### src/rtl/fdma_pkg.sv
`timescale 1ns/1ps
// Shared types and register layout for the flash-to-memory DMA engine.
// Assumes a byte-offset register port with 32-bit data.
package fdma_pkg;
    localparam int WORD_W = 32;
    localparam int REG_AW = 8;

    localparam logic [REG_AW-1:0] OFF_STATUS = 8'h08;
    localparam logic [REG_AW-1:0] OFF_CTRL   = 8'h80;
    localparam logic [REG_AW-1:0] OFF_FLASH  = 8'h84;
    localparam logic [REG_AW-1:0] OFF_MEM    = 8'h88;
    localparam logic [REG_AW-1:0] OFF_LEN    = 8'h8C;

    localparam int CTRL_EN_BIT   = 0;
    localparam int CTRL_IEN_BIT  = 3;
    localparam int STAT_DONE_BIT = 11;

    typedef enum logic [2:0] {
        ST_IDLE,
        ST_RD_REQ,
        ST_RD_WAIT,
        ST_WR,
        ST_DONE
    } fdma_state_e;
endpackage

### src/rtl/fdma_len_decode.sv
`timescale 1ns/1ps
// Turns a stored (already masked) length code into the byte count to move:
// code plus the variant's start length, rounded up to whole words.
// Assumes LEN_W wide codes; the result needs one extra bit for the carry.
module fdma_len_decode #(
    parameter int LEN_W     = 25,
    parameter bit BYTE_UNIT = 1'b0,
    localparam int CNT_W    = LEN_W + 1
) (
    input  logic [LEN_W-1:0] len_code,
    output logic [CNT_W-1:0] byte_cnt
);
    localparam int START_LEN = BYTE_UNIT ? 1 : 4;

    logic [CNT_W-1:0] biased;

    // Add the start length plus 3 so that truncation rounds up.
    always_comb begin
        biased = CNT_W'(len_code) + CNT_W'(START_LEN + 3);
    end

    assign byte_cnt = {biased[CNT_W-1:2], 2'b00};
endmodule

### src/rtl/fdma_regs.sv
`timescale 1ns/1ps
// Software-visible register file: control, addresses, length, status.
// Decodes start and clear requests, locks the programming registers while
// the engine is not idle and steps both word addresses after each word.
// Assumes reads are combinational from reg_addr.
module fdma_regs
    import fdma_pkg::*;
#(
    parameter int ADDR_W    = 32,
    parameter int LEN_W     = 25,
    parameter bit BYTE_UNIT = 1'b0,
    localparam int CNT_W    = LEN_W + 1,
    localparam int WA_W     = ADDR_W - 2
) (
    input  logic              clk,
    input  logic              rst_n,
    input  logic              reg_wr,
    input  logic [REG_AW-1:0] reg_addr,
    input  logic [WORD_W-1:0] reg_wdata,
    output logic [WORD_W-1:0] reg_rdata,
    input  logic              idle,
    input  logic              done,
    input  logic [CNT_W-1:0]  rem,
    input  logic              step,
    output logic              start_p,
    output logic              clear_p,
    output logic [ADDR_W-1:0] flash_addr,
    output logic [ADDR_W-1:0] mem_addr,
    output logic [LEN_W-1:0]  len_code,
    output logic              irq_en
);
    logic             en_q;
    logic             ien_q;
    logic [WA_W-1:0]  flash_q;
    logic [WA_W-1:0]  mem_q;
    logic [LEN_W-1:0] len_q;
    logic [LEN_W-1:0] len_wd;
    logic             wr_ctrl;
    logic             prog_ok;

    assign wr_ctrl = reg_wr && (reg_addr == OFF_CTRL);
    assign prog_ok = reg_wr && idle;
    assign start_p = wr_ctrl && reg_wdata[CTRL_EN_BIT] && idle;
    assign clear_p = wr_ctrl && !reg_wdata[CTRL_EN_BIT] && done;

    generate
        if (BYTE_UNIT) begin : g_byte_len
            assign len_wd = reg_wdata[LEN_W-1:0];
        end else begin : g_word_len
            logic unused_low_bit;
            assign len_wd = {reg_wdata[LEN_W-1:2], 2'b00};
            assign unused_low_bit = reg_wdata[1];
        end
    endgenerate

    // Register updates: control bits, locked programming registers, stepping.
    always_ff @(posedge clk) begin : reg_update
        if (!rst_n) begin
            en_q    <= 1'b0;
            ien_q   <= 1'b0;
            flash_q <= '0;
            mem_q   <= '0;
            len_q   <= '0;
        end else begin
            if (wr_ctrl) ien_q <= reg_wdata[CTRL_IEN_BIT];
            if (start_p)      en_q <= 1'b1;
            else if (clear_p) en_q <= 1'b0;
            if (prog_ok && reg_addr == OFF_FLASH) flash_q <= reg_wdata[ADDR_W-1:2];
            else if (step)                        flash_q <= flash_q + 1'b1;
            if (prog_ok && reg_addr == OFF_MEM)   mem_q <= reg_wdata[ADDR_W-1:2];
            else if (step)                        mem_q <= mem_q + 1'b1;
            if (prog_ok && reg_addr == OFF_LEN)   len_q <= len_wd;
        end
    end

    assign flash_addr = {flash_q, 2'b00};
    assign mem_addr   = {mem_q, 2'b00};
    assign len_code   = len_q;
    assign irq_en     = ien_q;

    // Read mux: remaining count replaces the length code once started.
    always_comb begin : read_mux
        reg_rdata = '0;
        case (reg_addr)
            OFF_CTRL: begin
                reg_rdata[CTRL_EN_BIT]  = en_q;
                reg_rdata[CTRL_IEN_BIT] = ien_q;
            end
            OFF_FLASH:  reg_rdata = WORD_W'(flash_addr);
            OFF_MEM:    reg_rdata = WORD_W'(mem_addr);
            OFF_LEN:    reg_rdata = idle ? WORD_W'(len_q) : WORD_W'(rem);
            OFF_STATUS: reg_rdata[STAT_DONE_BIT] = done;
            default:    reg_rdata = '0;
        endcase
    end

    AST_LEN_LOCKED: assert property (@(posedge clk) disable iff (!rst_n)
        (!idle && reg_wr && reg_addr == OFF_LEN) |=> $stable(len_q));

    AST_FLASH_STEP: assert property (@(posedge clk) disable iff (!rst_n)
        step |=> (flash_q == $past(flash_q) + 1'b1));

    AST_MEM_STEP: assert property (@(posedge clk) disable iff (!rst_n)
        step |=> (mem_q == $past(mem_q) + 1'b1));
endmodule

### src/rtl/fdma_ctrl.sv
`timescale 1ns/1ps
// Transfer sequencer: one word at a time, flash request, flash response,
// memory write. Holds the saturating remaining-byte counter and the
// captured data word. Assumes the flash answers each accepted request
// with exactly one response.
module fdma_ctrl
    import fdma_pkg::*;
#(
    parameter int LEN_W  = 25,
    localparam int CNT_W = LEN_W + 1
) (
    input  logic              clk,
    input  logic              rst_n,
    input  logic              start_p,
    input  logic              clear_p,
    input  logic [CNT_W-1:0]  byte_cnt,
    output logic              fl_req_valid,
    input  logic              fl_req_ready,
    input  logic              fl_rsp_valid,
    input  logic [WORD_W-1:0] fl_rsp_data,
    output logic              mem_wr_valid,
    input  logic              mem_wr_ready,
    output logic [WORD_W-1:0] mem_wr_data,
    output logic              step,
    output logic              idle,
    output logic              done,
    output logic [CNT_W-1:0]  rem
);
    fdma_state_e       state_q;
    logic [CNT_W-1:0]  rem_q;
    logic [CNT_W-1:0]  rem_next;
    logic [WORD_W-1:0] data_q;

    assign rem_next = (rem_q < CNT_W'(4)) ? '0 : rem_q - CNT_W'(4);

    // Sequencer state, remaining count and data capture.
    always_ff @(posedge clk) begin : seq
        if (!rst_n) begin
            state_q <= ST_IDLE;
            rem_q   <= '0;
            data_q  <= '0;
        end else begin
            case (state_q)
                ST_IDLE: if (start_p) begin
                    rem_q   <= byte_cnt;
                    state_q <= ST_RD_REQ;
                end
                ST_RD_REQ: if (fl_req_ready) state_q <= ST_RD_WAIT;
                ST_RD_WAIT: if (fl_rsp_valid) begin
                    data_q  <= fl_rsp_data;
                    state_q <= ST_WR;
                end
                ST_WR: if (mem_wr_ready) begin
                    rem_q   <= rem_next;
                    state_q <= (rem_q <= CNT_W'(4)) ? ST_DONE : ST_RD_REQ;
                end
                ST_DONE: if (clear_p) state_q <= ST_IDLE;
                default: state_q <= ST_IDLE;
            endcase
        end
    end

    assign fl_req_valid = (state_q == ST_RD_REQ);
    assign mem_wr_valid = (state_q == ST_WR);
    assign mem_wr_data  = data_q;
    assign step         = mem_wr_valid && mem_wr_ready;
    assign idle         = (state_q == ST_IDLE);
    assign done         = (state_q == ST_DONE);
    assign rem          = rem_q;

    AST_NO_WRAP: assert property (@(posedge clk) disable iff (!rst_n)
        step |=> (rem_q <= $past(rem_q)));

    AST_REQ_HOLD: assert property (@(posedge clk) disable iff (!rst_n)
        (fl_req_valid && !fl_req_ready) |=> fl_req_valid);

    AST_WR_AFTER_RSP: assert property (@(posedge clk) disable iff (!rst_n)
        $rose(mem_wr_valid) |-> $past(fl_rsp_valid));

    AST_DONE_HOLD: assert property (@(posedge clk) disable iff (!rst_n)
        (done && !clear_p) |=> done);
endmodule

### src/rtl/flash_dma_engine.sv
`timescale 1ns/1ps
// Top of the flash-to-memory DMA engine: register file, length decoder
// and word sequencer. BYTE_UNIT picks the length-code variant.
// Assumes a single clock with synchronous active-low reset.
module flash_dma_engine
    import fdma_pkg::*;
#(
    parameter int ADDR_W    = 32,
    parameter int LEN_W     = 25,
    parameter bit BYTE_UNIT = 1'b0
) (
    input  logic              clk,
    input  logic              rst_n,
    input  logic              reg_wr,
    input  logic [7:0]        reg_addr,
    input  logic [31:0]       reg_wdata,
    output logic [31:0]       reg_rdata,
    output logic              fl_req_valid,
    input  logic              fl_req_ready,
    output logic [ADDR_W-1:0] fl_req_addr,
    input  logic              fl_rsp_valid,
    input  logic [31:0]       fl_rsp_data,
    output logic              mem_wr_valid,
    input  logic              mem_wr_ready,
    output logic [ADDR_W-1:0] mem_wr_addr,
    output logic [31:0]       mem_wr_data,
    output logic              irq
);
    localparam int CNT_W = LEN_W + 1;

    logic             idle, done, step, start_p, clear_p, irq_en;
    logic [CNT_W-1:0] rem, byte_cnt;
    logic [LEN_W-1:0] len_code;

    fdma_regs #(.ADDR_W(ADDR_W), .LEN_W(LEN_W), .BYTE_UNIT(BYTE_UNIT)) u_regs (
        .clk(clk), .rst_n(rst_n), .reg_wr(reg_wr), .reg_addr(reg_addr),
        .reg_wdata(reg_wdata), .reg_rdata(reg_rdata), .idle(idle), .done(done),
        .rem(rem), .step(step), .start_p(start_p), .clear_p(clear_p),
        .flash_addr(fl_req_addr), .mem_addr(mem_wr_addr), .len_code(len_code),
        .irq_en(irq_en)
    );

    fdma_len_decode #(.LEN_W(LEN_W), .BYTE_UNIT(BYTE_UNIT)) u_len (
        .len_code(len_code), .byte_cnt(byte_cnt)
    );

    fdma_ctrl #(.LEN_W(LEN_W)) u_ctrl (
        .clk(clk), .rst_n(rst_n), .start_p(start_p), .clear_p(clear_p),
        .byte_cnt(byte_cnt), .fl_req_valid(fl_req_valid),
        .fl_req_ready(fl_req_ready), .fl_rsp_valid(fl_rsp_valid),
        .fl_rsp_data(fl_rsp_data), .mem_wr_valid(mem_wr_valid),
        .mem_wr_ready(mem_wr_ready), .mem_wr_data(mem_wr_data), .step(step),
        .idle(idle), .done(done), .rem(rem)
    );

    assign irq = done && irq_en;

    AST_IRQ_NEEDS_EN: assert property (@(posedge clk) disable iff (!rst_n)
        (reg_wr && reg_addr == OFF_CTRL && !reg_wdata[CTRL_IEN_BIT]) |=> !irq);
endmodule

### config.mk
export PLATFORM = sky130hd
export DESIGN_NAME = flash_dma_engine
export DESIGN_NICKNAME = d
export VERILOG_FILES = /design/src/rtl/fdma_pkg.sv /design/src/rtl/fdma_len_decode.sv /design/src/rtl/fdma_regs.sv /design/src/rtl/fdma_ctrl.sv /design/src/rtl/flash_dma_engine.sv
export SDC_FILE = /design/constraint.sdc
export NUM_CORES = 1
export LEC_CHECK = 0
export BUFFER_PORTS_ARGS = -buffer_cell sky130_fd_sc_hd__buf_2
export CORE_MARGIN = 3
export CORE_UTILIZATION = 50
export CTS_BUF_LIST = sky130_fd_sc_hd__clkbuf_8
export CTS_CLUSTER_SIZE = 14
export DETAILED_ROUTE_END_ITERATION = 10
export PLACE_DENSITY_LB_ADDON = 0.12
export SETUP_SLACK_MARGIN = 0.02
export SLEW_MARGIN = 25
export SYNTH_ARGS = -nofsm -noshare
export SYNTH_HDL_FRONTEND = slang
export SYNTH_SLANG_ARGS = --single-unit
### constraint.sdc
create_clock -name clk -period 2.3 [get_ports clk]
set_clock_uncertainty 0.15 [all_clocks]
set_input_delay 0.46 -clock clk [delete_from_list [all_inputs] [get_ports clk]]
set_output_delay 0.46 -clock clk [all_outputs]
set_load 0.1 [all_outputs]
==> metrics.md, run 1 <==
| Metric | Value |
|---|---|
| Final nets | `1522` |
| CTS clk-pin slew, worst paths | `90 ps` |
| CP Capture Type | `output pin` |
| Worst setup margin | `-717 ps` |
| Ys async rst share | `0%` |
| First-pass GRT wire length | `50600 um` |
| Vias in the first global route | `9565` |
| Min-delay worst type | `in -> reg` |
| Logic pwr share | `39.4%` |
| DRC Markers | `0` |
| Ys Warns | `0` |
| Cell Rows | `46` |
| Mapped Cells | `1133` |
| Die area | `18400 um2` |
| Critical Path Source | `u_ctrl.state_q[0]` |
| Number of port buffers | `202` |
| Final core utilization | `83.3%` |
| Violated checks | `setup timing` |
| Post-Syn Area | `8410 um2` |
| Largest net degree at the start of global routing | `44` |
| Area Overhead vs Synth | `60.3%` |
| Final WL | `38200 um` |
| Int Power | `5.14 mW` |
| RSZ-0062 raised after global routing | `true` |
| Number of synthesized flops with an enable pin | `0` |
| Initial antenna violation count | `0` |
| Worst Max-Slew Pin Slew | `523 ps` |
| Min Tclk post-route | `3020 ps` |
| Peak VDD IR | `584 uV` |
| DR WL/cell | `22.9 um` |
| DR pass1 iterations | `9` |
| Mapped Avg Cell Area | `7.42 um2` |
| Diodes inserted | `0` |
| Core box area | `16200 um2` |
| Crit Path Category | `reg -> out` |
| Clock network power share | `29.3%` |
| Worst reg-to-reg setup slack | `-350 ps` |
| Synthesis-stage register bit count | `144` |
| Routability Congestion | `0.928` |
| Mean number of vias per cell | `6.60` |
| Total clock sinks | `144` |
| Root buf cell | `clkbuf_8` |
| Post-synthesis cell type count | `68` |
| Remaining Overflow, GRT | `0` |
| Routed vias | `11000` |
| Worst r2r src | `u_ctrl.state_q[0]` |
| DRT iter0 DRCs | `1418` |
| Yosys top cell by area | `dfxtp_1` |
| Final hold vios | `0` |
| P_sw | `3.07 mW` |
| Sequential share of power | `31.3%` |
| Layout cell share with drive strength beyond 1 | `48.1%` |
| Fraction of synthesized cell area taken by the top area cell type | `34.3%` |
| Global Route Usage Sum | `34.8%` |
| Final HPWL DP | `22600 um` |
| DRT antenna net count | `0` |
| Slew HR | `65.1%` |
| PD cells | `609 nW/um2` |
| Fill cells | `904` |
| H-tree levels | `4` |
| Crit-path max FO | `5` |
| P_leak | `5.23 nW` |
| I/O pin cnt | `209` |
| Crit share post-route | `131%` |
| Initial core utilization | `52.0%` |
| WP data arrival | `2410 ps` |
| Inserted Clock Buffers | `17` |
| Die width | `136 um` |
| Max Freq | `0.331 GHz` |
| Status | `finished with violations` |
| Max Root-Sink Buffers | `2` |
| WP data required | `1690 ps` |
| Max-slew violations | `0` |
| Crit path launch type | `register` |
| MaxCap Viol Count | `0` |
| Switch share | `37.3%` |
| Crit path capture | `reg_rdata[7]` |
| Die Ht | `136 um` |
| Worst r2r path cells | `11` |
| Top cells by area, synth | `dfxtp_1 34%, a21oi_1 9.0%, nand2_1 7.7%` |
| Sequential area share after synthesis | `34.3%` |
| R2R Path End | `u_regs.flash_q[0]` |
| # setup viols final | `132` |
| Pre-CTS WS | `-234 ps` |
| Clock latency on the worst-skew pair | `480 ps` |
| Post-synth top flop | `dfxtp_1` |
| CTS tree | `done` |
area by class of cell:
class,instances,area [um2],share of cell area [%]
inverter,15,60.1,0.446
tap,216,270,2.01
clock inverter,15,219,1.62
sequential,144,3030,22.5
clock buffer,17,234,1.74
multi-input combinational,892,6370,47.2
timing repair buffer,369,3290,24.4
power by group through the flow:
| stage | combinational, mW | clock (mW) | sequential [mW] |
|---|---|---|---|
| final | 3.24 | 2.40 | 2.57 |
| after global routing | 3.33 | 2.50 | 2.58 |
| after CTS | 2.62 | 2.37 | 2.57 |
| after detailed placement | 2.18 | 0 | 2.63 |
| after global placement | 2.15 | 0 | 2.62 |
| after floorplan | 1.14 | 0 | 2.88 |
sequential cells by signal, indices dropped and copies added, names as in the netlist:
name / flops
u_ctrl.state_q: 3
u_regs.flash_q: 30
u_ctrl.mem_wr_data: 32
u_ctrl.rem: 24
u_regs.irq_en: 1
u_regs.len_code: 23
u_regs.mem_q: 30
u_regs.en_q: 1
worst max-delay path, cell delays in order, from the launching register on:
cell       delay, ps
dfxtp_4          380
nor3_4           300
buf_6            190
clkbuf_16        170
mux2i_4          360
a21oi_2          100
a22oi_2          210
nor2_4            60
buf_12           160
layer usage:
metal	vias up	GRT usage [%]	wire length, um
li1	4736	-	-
met1	5105	45.5	13500
met2	915	56.4	17400
met3	250	6.65	4380
met4	0	14.7	2890
met5	-	0	0
placed cells by master, fill, tap and decap left out, drive strengths merged, types with 16 or more instances in the layout:
cell type and instances:
inv 23, nand4 27, xor2 17, nand2 173, a21oi 151, dfxtp 144, buf 363, nor2 112
nand3 49, o21ai 58, a32o 20, nor3 28, nor4 16, a22oi 30, mux2i 23, xnor2 20
clkbuf 23
how the worst min path moves through the flow:
stage,endpoint,slack (ps),from,cells after the start
detailed placement,u_ctrl.mem_wr_data[2],290,u_ctrl.mem_wr_data[2],2
global route,u_ctrl.mem_wr_data[29],40,fl_rsp_data[29],3
floorplan,u_regs.len_code[3],310,u_regs.len_code[3],2
CTS,u_ctrl.mem_wr_data[5],40,fl_rsp_data[5],3
finish,u_ctrl.mem_wr_data[4],50,fl_rsp_data[4],3
global placement,u_ctrl.mem_wr_data[3],290,u_ctrl.mem_wr_data[3],2
cell usage after synthesis, drive strengths merged, types with 23 or more instances:
cell type and count:
nand3 49, o21ai 58, nor2 112, clkbuf 62
a21oi 151, a22oi 30, nand2 173, buf 24
nand4 27, dfxtp 144, nor3 28, mux2i 23
through the flow:
stage,cells,hold WS [ps],cell area [um2],setup TNS (ps),power [mW]
2_1_floorplan,1137,307,9000,-6220,4.03
3_3_place_gp,1587,288,11300,-6790,4.78
3_5_place_dp,1587,293,11300,-9450,4.81
4_1_cts,1645,44.7,12500,-16250,7.56
5_1_grt,1668,44.8,13500,-42840,8.41
6_report,1668,47.8,13500,-33920,8.21
cell families (layout without fill, tap and decap cells):
group / Yosys count / after routing / share of synthesized area [%]
other cells: 1 / 5 / 0.0446
compound gates: 329 / 329 / 24.0
flops: 144 / 144 / 34.3
fa+ha+maj: 5 / 5 / 0.744
mux: 25 / 25 / 3.14
buf+inv: 102 / 416 / 5.53
xor+xnor: 37 / 37 / 3.85
simple gates: 490 / 491 / 28.4
repair_timing:
item	4_1_cts	5_1_grt
setup buffers	18	20
setup endpoints to repair	60	128
endpoints found under the hold margin	0	0
resized for setup	111	177
pin swaps	40	136
gates cloned	9	7
hold buffers	0	0
Note: power is estimated with default switching activity, not from simulation.
==> run 2, diff against run 1 <==
CORE_UTILIZATION = 55   (was 50)
clock period = 3.08 ns   (was 2.3 ns; I/O delays follow)
==> metrics.md, run 2 (same netlist as run 1, synthesis figures left out) <==
| Metric | Value |
|---|---|
| Inserted Clock Buffers | `17 (unchanged)` |
| Root buf cell | `clkbuf_8` |
| # setup viols final | `4 (-97%)` |
| P_leak | `4.18 nW (-20%)` |
| Post-route cell area | `11100 um2 (-17%)` |
| Switch share | `37.2% (-0.15 points)` |
| Slowest cell delay on critical path | `360 ps (-20 ps)` |
| Crit path launch type | `register` |
| Crit Path Category | `reg -> out` |
| Worst reg-to-reg setup slack | `250 ps (+600 ps)` |
| Core box area | `14800 um2 (-8.8%)` |
| DRT iter0 DRCs | `1095 (-23%)` |
| Placed Area | `10300 um2 (-9.1%)` |
| Sequential share of power | `38.0% (+6.7 points)` |
| Final nets | `1403 (-7.8%)` |
| Die Ht | `130 um (-4.4%)` |
| Diodes inserted | `0 (unchanged)` |
| Max Freq | `0.324 GHz` |
| DR pass1 iterations | `7 (-2)` |
| Slew HR | `40.0% (-25 points)` |
| Mean number of vias per cell | `6.46 (-2.1%)` |
| Final HPWL DP | `21300 um (-5.6%)` |
| DRT antenna net count | `0 (unchanged)` |
| CTS clk-pin slew, worst paths | `100 ps (about the same)` |
| Clock latency on the worst-skew pair | `470 ps (about the same)` |
| DR WL/cell | `19.7 um (-14%)` |
| CP bufs+invs | `3 (unchanged)` |
| Cts hold-fix bufs | `0 (unchanged)` |
| Clock network power share | `31.0% (+1.7 points)` |
| CP Capture Type | `output pin` |
| CTS tree | `done` |
| Violated checks | `setup timing` |
| First-pass GRT wire length | `45200 um (-11%)` |
| Remaining Overflow, GRT | `0 (unchanged)` |
| CP delay by family, top | `buffers and inverters` |
| Routability Congestion | `0.961 (+3.6%)` |
| Status | `finished with violations` |
| Layout cell share with drive strength beyond 1 | `28.4% (-20 points)` |
| Max Root-Sink Buffers | `2 (unchanged)` |
| Area Overhead vs Synth | `32.3%` |
| Min Tclk post-route | `3090 ps` |
| Most frequent cells in the layout | `172 x nand2_1, 171 x buf_2, 150 x a21oi_1` |
| Initial antenna violation count | `0 (unchanged)` |
| WP data required | `2310 ps (+620 ps)` |
| Commonest non-fill, non-tap cell in the layout | `nand2_1` |
| Routed vias | `9798 (-11%)` |
| P_sw | `1.91 mW (-38%)` |
| Final core utilization | `75.4% (-8.0 points)` |
| R2R Path End | `u_regs.mem_q[29]` |
| WP data arrival | `2330 ps (-80 ps)` |
| Min-delay worst type | `in -> reg` |
| Setup_tns | `-24.5 ps (+33900 ps)` |
| Final WL | `29900 um (-22%)` |
| Max-slew violations | `0 (unchanged)` |
| PD cells | `461 nW/um2 (-24%)` |
| Initial core utilization | `57.0% (+5.0 points)` |
| PnR Total Power | `5.13 mW (-37%)` |
| Logic pwr share | `31.0% (-8.4 points)` |
| Hold WS | `219 ps (+171 ps)` |
| Worst r2r path cells | `7 (-4)` |
| Final hold vios | `0 (unchanged)` |
| Vias in the first global route | `8700 (-9.0%)` |
| CP cell instances | `nor3_4 > buf_4 > buf_16 > mux2i_2 > a21oi_1 > a22oi_2 > nor2_4 > buf_12` |
| Peak VDD IR | `431 uV (-26%)` |
| Crit path capture | `reg_rdata[17]` |
| Slowest cell on crit path | `dfxtp_2` |
| Die area | `16800 um2 (-8.7%)` |
| RSZ-0062 raised after global routing | `true` |
| Crit share post-route | `100%` |
| Worst Max-Slew Pin Slew | `896 ps (+373 ps)` |
| Int Power | `3.22 mW (-37%)` |
| H-tree levels | `4 (unchanged)` |
| Worst setup margin | `-11.2 ps (+706 ps)` |
| MaxCap Viol Count | `0 (unchanged)` |
| Global Route Usage Sum | `34.0% (-0.75 points)` |
| WP depth | `8 (unchanged)` |
| Largest net degree at the start of global routing | `39 (-11%)` |
| Die width | `130 um (-4.4%)` |
| Cell Rows | `44 (-4.3%)` |
| Total clock sinks | `144 (unchanged)` |
| Worst r2r src | `u_ctrl.state_q[2]` |
| Crit-path max FO | `15 (+10)` |
| Number of port buffers | `202 (unchanged)` |
| Critical Path Source | `u_ctrl.state_q[1]` |
| I/O pin cnt | `209 (unchanged)` |
| Max reg flops | `32 (unchanged)` |
| DRC Markers | `0 (unchanged)` |
## run 2: worst min path at each step
stage                                start                endpoint  cells after the start
finish                     fl_rsp_data[10]  u_ctrl.mem_wr_data[10]                      3
global placement    u_ctrl.mem_wr_data[27]  u_ctrl.mem_wr_data[27]                      2
detailed placement  u_ctrl.mem_wr_data[15]  u_ctrl.mem_wr_data[15]                      2
floorplan               u_regs.len_code[3]      u_regs.len_code[3]                      2
global route               fl_rsp_data[22]  u_ctrl.mem_wr_data[22]                      3
CTS                         fl_rsp_data[2]   u_ctrl.mem_wr_data[2]                      3
## run 2: timing repair
action                     in CTS  in global routing
gates resized for setup        45                 20
pin swaps                       5                  7
setup endpoints to repair       6                 24
gates cloned                    2                  0
buffers inserted                2                  2
## run 2: metrics by stage
stage / instances / setup WS, ps
final: 1517 / -11.2
after CTS: 1515 / -25.3
after global placement: 1479 / 183
after global routing: 1517 / -59.2
after floorplan: 1137 / -470
after detailed placement: 1479 / 148
## run 2: area by class of cell
cell class,count,area [um2]
multi-input combinational,891,5590
timing repair buffer,251,1950
clock buffer,17,234
tap,184,230
sequential,144,2890
inverter,15,57.6
fill,1105,3630
clock inverter,15,175
## run 2: layer usage
metal  vias to the layer above  global-route usage, %  share of wire [%]
li1                       4487                      -                  -
met1                      4581                   42.6                 38
met2                       626                   55.3                 48
met3                       104                   8.45                 10
met4                         0                   15.6                4.1
met5                         -                      0                  0
## run 2: power groups by stage
| stage | logic, mW | clock network, mW | registers (mW) |
|---|---|---|---|
| floorplan | 0.780 | 0 | 2.17 |
| global placement | 1.29 | 0 | 1.99 |
| detailed placement | 1.31 | 0 | 1.99 |
| CTS | 1.50 | 1.60 | 1.95 |
| global route | 1.70 | 1.68 | 1.96 |
| finish | 1.59 | 1.59 | 1.95 |
## run 2: tightest hold or removal path: stages
cell and delay [ps]:
buf_2 90, nand2_1 40, a21oi_1 50
